===== src/rtl/rvctl_pkg.sv =====
package rvctl_pkg;

    localparam int ILEN     = 32;
    localparam int OPC_W    = 7;
    localparam int F3_W     = 3;
    localparam int IMMSEL_W = 3;
    localparam int ALUSEL_W = 4;
    localparam int WBSEL_W  = 2;

    localparam logic [OPC_W-1:0] OPC_REG   = 7'b0110011;
    localparam logic [OPC_W-1:0] OPC_IMM   = 7'b0010011;
    localparam logic [OPC_W-1:0] OPC_LOAD  = 7'b0000011;
    localparam logic [OPC_W-1:0] OPC_STORE = 7'b0100011;
    localparam logic [OPC_W-1:0] OPC_BR    = 7'b1100011;
    localparam logic [OPC_W-1:0] OPC_JAL   = 7'b1101111;
    localparam logic [OPC_W-1:0] OPC_JALR  = 7'b1100111;
    localparam logic [OPC_W-1:0] OPC_LUI   = 7'b0110111;
    localparam logic [OPC_W-1:0] OPC_AUIPC = 7'b0010111;

    typedef enum logic [3:0] {
        CLS_NONE, CLS_REG, CLS_IMM, CLS_LOAD, CLS_STORE,
        CLS_BR, CLS_JAL, CLS_JALR, CLS_LUI, CLS_AUIPC
    } inst_cls_t;

    typedef enum logic [IMMSEL_W-1:0] {
        IMM_I = 3'd0, IMM_S = 3'd1, IMM_B = 3'd2, IMM_U = 3'd3, IMM_J = 3'd4
    } imm_fmt_t;

    typedef enum logic [ALUSEL_W-1:0] {
        ALU_ADD = 4'd0, ALU_SUB = 4'd1, ALU_SLL = 4'd2, ALU_SLT = 4'd3,
        ALU_SLTU = 4'd4, ALU_XOR = 4'd5, ALU_SRL = 4'd6, ALU_SRA = 4'd7,
        ALU_OR = 4'd8, ALU_AND = 4'd9, ALU_PASSB = 4'd10
    } alu_op_t;

    typedef enum logic [WBSEL_W-1:0] {
        WB_MEM = 2'd0, WB_ALU = 2'd1, WB_PC4 = 2'd2
    } wb_src_t;

    localparam logic [F3_W-1:0] BF_EQ  = 3'b000;
    localparam logic [F3_W-1:0] BF_NE  = 3'b001;
    localparam logic [F3_W-1:0] BF_LT  = 3'b100;
    localparam logic [F3_W-1:0] BF_LTU = 3'b110;

endpackage


===== src/rtl/rvctl_class_dec.sv =====
module rvctl_class_dec
    import rvctl_pkg::*;
(
    input  logic [OPC_W-1:0] opcode,
    output inst_cls_t        cls
);
    always_comb begin
        unique case (opcode)
            OPC_REG:   cls = CLS_REG;
            OPC_IMM:   cls = CLS_IMM;
            OPC_LOAD:  cls = CLS_LOAD;
            OPC_STORE: cls = CLS_STORE;
            OPC_BR:    cls = CLS_BR;
            OPC_JAL:   cls = CLS_JAL;
            OPC_JALR:  cls = CLS_JALR;
            OPC_LUI:   cls = CLS_LUI;
            OPC_AUIPC: cls = CLS_AUIPC;
            default:   cls = CLS_NONE;
        endcase
    end
endmodule


===== src/rtl/rvctl_alu_dec.sv =====
module rvctl_alu_dec
    import rvctl_pkg::*;
(
    input  inst_cls_t       cls,
    input  logic [F3_W-1:0] funct3,
    input  logic            alt_bit,
    output alu_op_t         alu_op
);
    alu_op_t arith_op;
    logic    sub_ok;

    // Subtraction is only encodable in the register-register form.
    assign sub_ok = (cls == CLS_REG) && alt_bit;

    always_comb begin
        unique case (funct3)
            3'b000:  arith_op = sub_ok ? ALU_SUB : ALU_ADD;
            3'b001:  arith_op = ALU_SLL;
            3'b010:  arith_op = ALU_SLT;
            3'b011:  arith_op = ALU_SLTU;
            3'b100:  arith_op = ALU_XOR;
            3'b101:  arith_op = alt_bit ? ALU_SRA : ALU_SRL;
            3'b110:  arith_op = ALU_OR;
            default: arith_op = ALU_AND;
        endcase
    end

    always_comb begin
        unique case (cls)
            CLS_REG, CLS_IMM: alu_op = arith_op;
            CLS_LUI:          alu_op = ALU_PASSB;
            default:          alu_op = ALU_ADD;
        endcase
    end
endmodule


===== src/rtl/rvctl_branch_res.sv =====
module rvctl_branch_res
    import rvctl_pkg::*;
(
    input  inst_cls_t       cls,
    input  logic [F3_W-1:0] funct3,
    input  logic            cmp_eq,
    input  logic            cmp_lt,
    output logic            taken,
    output logic            use_unsigned
);
    logic cond;

    always_comb begin
        unique case (funct3)
            BF_EQ:   cond = cmp_eq;
            BF_NE:   cond = !cmp_eq;
            BF_LT,
            BF_LTU:  cond = cmp_lt;
            default: cond = 1'b0;
        endcase
    end

    assign taken        = (cls == CLS_BR) && cond;
    assign use_unsigned = (cls == CLS_BR) && (funct3 == BF_LTU);
endmodule


===== src/rtl/rvctl_decoder.sv =====
module rvctl_decoder
    import rvctl_pkg::*;
(
    input  logic [31:0] instr,
    input  logic        cmp_eq,
    input  logic        cmp_lt,
    output logic        pc_sel,
    output logic [2:0]  imm_sel,
    output logic        reg_wen,
    output logic        br_unsigned,
    output logic        a_sel,
    output logic        b_sel,
    output logic [3:0]  alu_sel,
    output logic        mem_wr,
    output logic [1:0]  wb_sel
);
    inst_cls_t cls;
    alu_op_t   alu_op;
    imm_fmt_t  imm_fmt;
    wb_src_t   wb_src;
    logic      br_taken;
    logic      br_uns;
    logic      unused_fields;

    assign unused_fields = ^{instr[31], instr[29:15], instr[11:7]};

    rvctl_class_dec u_cls (
        .opcode (instr[OPC_W-1:0]),
        .cls    (cls)
    );

    rvctl_alu_dec u_alu (
        .cls     (cls),
        .funct3  (instr[14:12]),
        .alt_bit (instr[30]),
        .alu_op  (alu_op)
    );

    rvctl_branch_res u_br (
        .cls          (cls),
        .funct3       (instr[14:12]),
        .cmp_eq       (cmp_eq),
        .cmp_lt       (cmp_lt),
        .taken        (br_taken),
        .use_unsigned (br_uns)
    );

    always_comb begin
        pc_sel  = 1'b0;
        imm_fmt = IMM_I;
        reg_wen = 1'b0;
        a_sel   = 1'b0;
        b_sel   = 1'b0;
        mem_wr  = 1'b0;
        wb_src  = WB_MEM;
        unique case (cls)
            CLS_REG: begin
                reg_wen = 1'b1;
                wb_src  = WB_ALU;
            end
            CLS_IMM: begin
                reg_wen = 1'b1;
                b_sel   = 1'b1;
                wb_src  = WB_ALU;
            end
            CLS_LOAD: begin
                reg_wen = 1'b1;
                b_sel   = 1'b1;
                wb_src  = WB_MEM;
            end
            CLS_STORE: begin
                imm_fmt = IMM_S;
                b_sel   = 1'b1;
                mem_wr  = 1'b1;
            end
            CLS_BR: begin
                imm_fmt = IMM_B;
                a_sel   = 1'b1;
                b_sel   = 1'b1;
                pc_sel  = br_taken;
            end
            CLS_JAL: begin
                imm_fmt = IMM_J;
                a_sel   = 1'b1;
                b_sel   = 1'b1;
                reg_wen = 1'b1;
                wb_src  = WB_PC4;
                pc_sel  = 1'b1;
            end
            CLS_JALR: begin
                b_sel   = 1'b1;
                reg_wen = 1'b1;
                wb_src  = WB_PC4;
                pc_sel  = 1'b1;
            end
            CLS_LUI: begin
                imm_fmt = IMM_U;
                b_sel   = 1'b1;
                reg_wen = 1'b1;
                wb_src  = WB_ALU;
            end
            CLS_AUIPC: begin
                imm_fmt = IMM_U;
                a_sel   = 1'b1;
                b_sel   = 1'b1;
                reg_wen = 1'b1;
                wb_src  = WB_ALU;
            end
            default: begin
                reg_wen = 1'b0;
            end
        endcase
    end

    assign imm_sel     = imm_fmt;
    assign wb_sel      = wb_src;
    assign alu_sel     = (cls == CLS_NONE) ? ALU_ADD : alu_op;
    assign br_unsigned = br_uns;
endmodule


===== config.mk =====
export PLATFORM = sky130hd
export DESIGN_NAME = rvctl_decoder
export DESIGN_NICKNAME = d
export VERILOG_FILES = /design/src/rtl/rvctl_pkg.sv /design/src/rtl/rvctl_class_dec.sv /design/src/rtl/rvctl_alu_dec.sv /design/src/rtl/rvctl_branch_res.sv /design/src/rtl/rvctl_decoder.sv
export SDC_FILE = /design/constraint.sdc
export NUM_CORES = 1
export LEC_CHECK = 0
export BUFFER_PORTS_ARGS = -buffer_cell sky130_fd_sc_hd__clkbuf_2
export CORE_AREA = 2 2 39 41
export DETAILED_ROUTE_END_ITERATION = 8
export DIE_AREA = 0 0 41 43
export PLACE_DENSITY = 0.79
export SYNTH_ARGS = -nofsm -noshare
export SYNTH_HDL_FRONTEND = slang
export SYNTH_SLANG_ARGS = --single-unit

===== constraint.sdc =====
create_clock -name vclk -period 1.3
set_clock_uncertainty 0.2 [all_clocks]
set_input_delay 0 -clock vclk [all_inputs]
set_output_delay 0 -clock vclk [all_outputs]
set_load 0.03 [all_outputs]

==> reports/qor.txt, run 1 <==
Setup crit end kind = output port
Failing checks = negative setup slack
Detailed placer's ending HPWL = 1070 um
Count of input and output buffers = 28
Cell type of the slowest stage on the worst timing path = or4_4
Vias = 617
Final antenna diode count = 0
Achievable clock frequency = 712 MHz
Routed wire length = 1460 um
Peak supply drop = 0.000148 V
Run status = finished, violations left
Data arrival time of the worst path = 1.20 ns
P_leak = 0.000361 uW
Die area = 0.00176 mm^2
Max-cap violations = 0
Delay contributed by the slowest stage of the critical path = 0.52 ns
Buffers & Inverters on Critical Path = 2
Max-slew headroom = 78.7%
Proportion of synthesized chip area in sequential cells = 0%
Average wire per standard cell = 12.3 um
Core box area = 0.00138 mm^2
Largest delay share family, worst path = simple AND/OR/NAND/NOR gates
Sequential cell area = 0 um^2
Met3 Track Usage GR = 0.524%
Post-layout worst setup margin = -0.104 ns
Hold violation count in the final report = 0
Internal Power = 93.6 uW
Share of the core filled with cells in the final layout = 57.0%
Die width = 41 um
Crit path cell chain = buf_6, or4_4, o211ai_2, a311o_1, o311a_4, buf_8
Top cells by area, synth = nor2_1, a21oi_1, nand2b_1
Netlist cell types = 32
Most frequent standard cell in the layout excluding fill and tap cells = clkbuf_2
Residual DRC = 0
Share of the clock period used by the worst path after layout = 108%
Rows = 14
Total negative setup slack = -0.104 ns
Number of clock buffer instances in the layout = 0
Synthesized area per cell = 6.22 um^2
Total Routing Usage GR = 14.8%
DRT Pass-1 Iters = 4
Area share of the leading cell type in the synthesized netlist = 8.75%
# nets final = 139
Growth of design area from synthesis to finish = 83.7%
Hold depth = 3
Power density over the cells = 252 mW/mm^2
Global-route track usage on met2 = 25.0%
Highest-count cells in the layout ignoring fill and taps = clkbuf_2, buf_4, nor2_1, buf_6, a21oi_1
Cell taking the most area after synthesis = nor2_1
Net switching share of the total power = 53.0%
Largest fanout on the critical path = 2
Net switching power of the design = 105 uW
Synthesized instance count = 69
Transition at the pin with the smallest max-transition slack = 0.319 ns
Worst Min Path Start = instr[30]
# hold bufs at CTS = 0
Minimum clock period = 1.40 ns
Hold Path Sink = alu_sel[0]
Relative contribution of combinational cells to total power = 100.0%
Category of the worst setup path launch point = primary input
Number of antenna violations at the first check in global routing = 0
Setup repair after global routing missed its margin = yes
Via count of the first global-routing pass = 487
Number of buffers added for setup after CTS = 0
Initial Utilization = 31.0%
Placed standard-cell area = 677 um^2
Met1 layer usage reported by global route = 21.2%
Via density per instance = 5.18
Net count after synthesis = 103
Number of max-slew violations in the final report = 0
Most utilized layer in the global route result = met2
Fillcell total = 125
Post-DRT Antenna Nets = 0
Part of the total power dissipated in sequential elements = 0%
Total of endpoints with negative setup slack in the final report = 1
Largest net degree at the start of global routing = 11
Global-route wire length before repair = 1970 um
CP required = 1.10 ns
Setup Crit Path Kind = in -> out
HP Class = in -> out
I/O pin total = 49
Share of cells above drive strength 1 = 55.3%
Final non-filler cell total = 119
Routability Congestion = 0.744
Area of the mapped netlist = 429 um^2
DRT iter0 DRCs = 14
# placed instances = 119
Count of sequential standard cells = 0
Chip height = 43 um
Overflow left after global routing = 0
Yosys Warn Count = 0
Post-route cell area = 788 um^2
Clk pwr share = 0%
## cell families (layout without fill, tap and decap cells)
kind of cell / Yosys count / after routing / synth area share (%)
AOI/OAI and AO/OA: 17 / 17 / 27.1
xor gates and xnor gates: 3 / 3 / 6.12
buffers and inverters: 11 / 45 / 14.6
and+or+nand+nor: 38 / 38 / 52.2
## area by class of cell
cell class / count / area (um^2) / area share [%]
multi-input cells: 58 / 439 / 55.7
repair buffers: 41 / 314 / 39.8
well taps: 16 / 20.0 / 2.54
inverters: 4 / 15.0 / 1.90
## worst max path at each step
stage	from	endpoint	depth (start not counted)
finish	instr[5]	alu_sel[0]	6
global route	instr[5]	alu_sel[0]	6
CTS	instr[4]	alu_sel[0]	6
detailed placement	instr[6]	alu_sel[0]	6
global placement	instr[6]	alu_sel[0]	6
floorplan	instr[6]	alu_sel[0]	5
## metrics by stage
| stage | total power (uW) | setup slack, ns | hold WS (ns) |
|---|---|---|---|
| after global routing | 214 | -0.147 | 0.188 |
| after global placement | 167 | -0.193 | 0.221 |
| after detailed placement | 173 | -0.200 | 0.237 |
| final | 199 | -0.104 | 0.178 |
| after CTS | 184 | -0.143 | 0.203 |
| after floorplan | 111 | -0.0528 | -0.00604 |
## Yosys cell counts
| cell | count |
|---|---|
| a211oi_1 | 1 |
| a21oi_1 | 7 |
| a221oi_1 | 1 |
| a311o_1 | 1 |
| a31oi_1 | 2 |
| and2_1 | 1 |
| and2b_2 | 1 |
| and3_1 | 1 |
| buf_2 | 2 |
| buf_6 | 1 |
| buf_8 | 1 |
| clkbuf_1 | 3 |
| inv_1 | 4 |
| nand2_1 | 2 |
| nand2b_1 | 5 |
| nand2b_4 | 1 |
| nand3_1 | 3 |
| nand3b_1 | 3 |
| nand4b_1 | 1 |
| nor2_1 | 10 |
| nor2b_1 | 1 |
| nor3_1 | 5 |
| nor4_1 | 1 |
| o211ai_2 | 1 |
| o21a_1 | 2 |
| o21ai_0 | 1 |
| o311a_1 | 1 |
| or3_1 | 1 |
| or3_4 | 1 |
| or4_4 | 1 |
| xnor2_1 | 2 |
| xor2_1 | 1 |
## routing by layer
layer	vias to the layer above	routed length (um)
met5	-	0
met4	0	0
met3	0	92
met2	20	790
met1	287	580
li1	310	-
## power by group through the flow
stage / registers [uW] / logic (uW) / clock network [uW]
final: 0 / 199 / 0
after global routing: 0 / 214 / 0
after CTS: 0 / 184 / 0
after detailed placement: 0 / 173 / 0
after global placement: 0 / 167 / 0
after floorplan: 0 / 111 / 0
## timing repair
action                                  in CTS  in global routing
pin swaps                                    4                  5
gates resized for setup                     12                 24
endpoints found under the setup margin       7                  9
(Power assumes the default switching activity.)
==> run 2: changes to the inputs <==
--- a/config.mk
+++ b/config.mk
@@ -7,2 +7,3 @@
 export LEC_CHECK = 0
+export ABC_AREA = 0
 export BUFFER_PORTS_ARGS = -buffer_cell sky130_fd_sc_hd__clkbuf_2
==> constraint.sdc (replaced) <==
create_clock -name vclk -period 1.3
set_clock_uncertainty 0.2 [all_clocks]
set_input_delay 0.065 -clock vclk [all_inputs]
set_output_delay 0.065 -clock vclk [all_outputs]
set_load 0.03 [all_outputs]
==> reports/qor.txt, run 2 (synthesis gave the netlist of run 1 again) <==
Run status = finished, violations left
Failing checks = negative setup slack
Total stage count of the critical path = 6
HP Class = in -> out
Setup repair after global routing missed its margin = yes
DRT Pass-1 Iters = 4
Setup crit end kind = output port
Peak supply drop = 0.000128 V
Hold depth = 3
Total of endpoints with negative setup slack in the final report = 10
Largest fanout on the critical path = 2
Via density per instance = 5.19
Relative contribution of combinational cells to total power = 100.0%
# nets final = 143
Die area = 0.00176 mm^2
Via count of the first global-routing pass = 588
Clk pwr share = 0%
Worst Min Path Start = instr[30]
Core box area = 0.00138 mm^2
I/O pin total = 49
Total Routing Usage GR = 18.1%
Max-slew headroom = 80.8%
CP required = 1.03 ns
Crit path cell chain = buf_6, or4_4, o211ai_2, a311o_1, o311a_4, buf_8
Number of clock buffer instances in the layout = 0
# hold bufs at CTS = 0
Buffers & Inverters on Critical Path = 2
Residual DRC = 0
DRT iter0 DRCs = 5
Share of the core filled with cells in the final layout = 72.7%
Routed wire length = 1640 um
Count of sequential standard cells = 0
Final antenna diode count = 0
Data arrival time of the worst path = 1.27 ns
Worst Setup SP = instr[5]
Delay contributed by the slowest stage of the critical path = 0.52 ns
Count of input and output buffers = 28
Post-DRT Antenna Nets = 0
Share of cells above drive strength 1 = 70.1%
Most frequent standard cell in the layout excluding fill and tap cells = buf_4
Rows = 14
Transition at the pin with the smallest max-transition slack = 0.287 ns
Net switching power of the design = 130 uW
Number of antenna violations at the first check in global routing = 0
Max-cap violations = 0
Final total power = 249 uW
Net switching share of the total power = 52.4%
Total negative setup slack = -0.526 ns
Internal Power = 118 uW
Hold violation count in the final report = 0
Growth of design area from synthesis to finish = 134%
# placed instances = 122
Achievable clock frequency = 651 MHz
Highest-count cells in the layout ignoring fill and taps = buf_4, clkbuf_8, clkbuf_2
Die width = 41 um
Average wire per standard cell = 13.3 um
Share of the clock period used by the worst path after layout = 118%
Power density over the cells = 247 mW/mm^2
Largest delay share family, worst path = simple AND/OR/NAND/NOR gates
P_leak = 0.000431 uW
Number of max-slew violations in the final report = 0
Initial Utilization = 31.0%
Detailed placer's ending HPWL = 1130 um
Category of the worst setup path launch point = primary input
Part of the total power dissipated in sequential elements = 0%
Minimum clock period = 1.54 ns
Setup Crit Path Kind = in -> out
Largest net degree at the start of global routing = 23
Overflow left after global routing = 0
Vias = 638
Sequential cell area = 0 um^2
Final non-filler cell total = 123
Routability Congestion = 0.789
Post-layout worst setup margin = -0.236 ns
Chip height = 43 um
Hold Path Sink = alu_sel[0]
Global-route wire length before repair = 2360 um
Cell type of the slowest stage on the worst timing path = or4_4
run 2: changes by cell type in the layout (fill, tap and decap cells not counted), sizes merged:
cell    delta
buf        +3
clkbuf     +1
run 2: power by group through the flow:
stage	registers, uW	clock network, uW	logic, uW
floorplan	0	0	117
finish	0	0	249
detailed placement	0	0	185
global route	0	0	263
CTS	0	0	205
global placement	0	0	179
run 2: area by class of cell:
type                       instances  area [um^2]
tap                               16         20.0
inverter                           4         17.5
timing repair buffer              45          435
fill                             108          378
multi-input combinational         58          533
run 2: how the worst max path moves through the flow:
stage                 endpoint  slack, ns
global route        alu_sel[0]      -0.28
floorplan           alu_sel[0]      -0.15
global placement    alu_sel[0]      -0.29
finish              alu_sel[0]      -0.24
detailed placement  alu_sel[0]      -0.31
CTS                 alu_sel[0]      -0.27
run 2: per-layer routing:
layer / up-vias / wire, um / global-route usage (%)
li1: 323 / - / -
met1: 295 / 611 / 21.1
met2: 20 / 948 / 35.6
met3: 0 / 79 / 0.524
met4: 0 / 0 / 0
met5: - / 0 / 0
run 2: stage by stage:
step	area [um^2]	worst slack, ns	hold slack (ns)
final	1010	-0.236	0.312
after global routing	1010	-0.283	0.327
after CTS	878	-0.266	0.336
after detailed placement	726	-0.308	0.379
after global placement	726	-0.294	0.374
after floorplan	493	-0.150	0.109
run 2: what timing repair did:
| action | 4_1_cts | 5_1_grt |
|---|---|---|
| resized for setup | 34 | 42 |
| setup endpoints to repair | 14 | 15 |
| buffers inserted | 0 | 3 |
| hold endpoints to repair | 0 | 0 |
| pin swaps | 2 | 9 |
==> run 3: changes to the inputs <==
- PLACE_DENSITY: 0.79 -> 0.77
- TNS_END_PERCENT: not set -> 1
==> reports/qor.txt, run 3 (synthesis gave the netlist of run 1 again) <==
Peak supply drop = 0.000189 V
Met3 Track Usage GR = 0%
Via count of the first global-routing pass = 608
Core box area = 0.00138 mm^2
Category of the worst setup path launch point = primary input
P_leak = 0.000410 uW
Via density per instance = 5.09
Count of input and output buffers = 28
Initial Utilization = 31.0%
Final antenna diode count = 0
Part of the total power dissipated in sequential elements = 0%
Final non-filler cell total = 127
Count of sequential standard cells = 0
Cell type of the slowest stage on the worst timing path = or4_4
Die area = 0.00176 mm^2
Crit path cell chain = buf_8, or4_4, o211ai_2, a311o_1, o311a_4, buf_8
Net switching power of the design = 112 uW
Hold violation count in the final report = 0
Run status = finished, violations left
Sequential cell area = 0 um^2
Largest delay share family, worst path = simple AND/OR/NAND/NOR gates
# nets final = 147
Total Routing Usage GR = 17.6%
Number of max-slew violations in the final report = 0
Achievable clock frequency = 647 MHz
Routability Congestion = 0.727
Residual DRC = 0
Post-layout worst setup margin = -0.245 ns
Number of clock buffer instances in the layout = 0
Failing checks = negative setup slack
Total of endpoints with negative setup slack in the final report = 9
Largest net degree at the start of global routing = 11
Vias = 646
Final total power = 218 uW
Setup crit end kind = output port
Global-route wire length before repair = 2300 um
Delay contributed by the slowest stage of the critical path = 0.52 ns
Buffers & Inverters on Critical Path = 2
Clk pwr share = 0%
Share of the clock period used by the worst path after layout = 119%
Net switching share of the total power = 51.2%
Minimum clock period = 1.55 ns
Setup repair after global routing missed its margin = yes
Transition at the pin with the smallest max-transition slack = 0.355 ns
DRT iter0 DRCs = 4
Internal Power = 106 uW
Growth of design area from synthesis to finish = 109%
Chip height = 43 um
DRT Pass-1 Iters = 4
Average wire per standard cell = 12.6 um
Detailed placer's ending HPWL = 1150 um
Routed wire length = 1600 um
CP required = 1.03 ns
Number of antenna violations at the first check in global routing = 0
Share of cells above drive strength 1 = 60.4%
# placed instances = 126
Max-slew headroom = 76.3%
Largest fanout on the critical path = 3
I/O pin total = 49
Post-DRT Antenna Nets = 0
Setup Crit Path Kind = in -> out
Most frequent standard cell in the layout excluding fill and tap cells = buf_4
Rows = 14
Relative contribution of combinational cells to total power = 100.0%
Highest-count cells in the layout ignoring fill and taps = buf_4, clkbuf_2, nor2_1
Data arrival time of the worst path = 1.28 ns
Most utilized layer in the global route result = met2
Die width = 41 um
Total negative setup slack = -0.740 ns
Overflow left after global routing = 0
HP Class = in -> out
Global-route track usage on met2 = 37.2%
Max-cap violations = 0
Power density over the cells = 243 mW/mm^2
Most frequent cell on the critical path = buf_8
Met1 layer usage reported by global route = 18.0%
run 3: path summary, 6_finish.rpt:
| check | to | depth (start not counted) | slack, ns | from |
|---|---|---|---|---|
| setup / recovery | alu_sel[0] | 6 | -0.25 | instr[4] |
| hold / removal | alu_sel[0] | 3 | 0.34 | instr[30] |
run 3: per-stage QoR:
step           utilization (%)  hold WS, ns  area [um^2]  setup WS, ns
2_1_floorplan                -        0.124          467        -0.191
3_3_place_gp              52.7        0.360          729        -0.302
3_5_place_dp              52.7        0.377          729        -0.334
4_1_cts                   61.9        0.342          857        -0.269
5_1_grt                   64.8        0.340          897        -0.278
6_report                  64.8        0.336          897        -0.245
run 3: layout make-up:
class / count / area [um^2]
fillers: 121 / 487
multi-input cells: 58 / 450
repair buffers: 49 / 412
well taps: 16 / 20.0
inverters: 4 / 15.0
run 3: power by group through the flow:
stage          logic [uW]  registers, uW  clock network, uW
2_1_floorplan         111              0                  0
3_3_place_gp          183              0                  0
3_5_place_dp          190              0                  0
5_1_grt               234              0                  0
4_1_cts               206              0                  0
6_report              218              0                  0
run 3: repair_timing:
action                                  CTS  global route
gates resized for setup                  28            22
cloned                                    0             0
endpoints found under the setup margin   12            15
setup buffers                             1             0
hold buffers                              0             0
pin swaps                                 3             2
run 3: worst min-delay path, delay by kind of cell:
family	cells	cell delay [ns]
AOI/OAI and AO/OA	1	0.17
buffers and inverters	2	0.23
run 3: layer usage:
layer,share of wire (%),wire (um)
met1,36,582
met2,59,942
met3,4.6,73
met4,0,0
met5,0,0
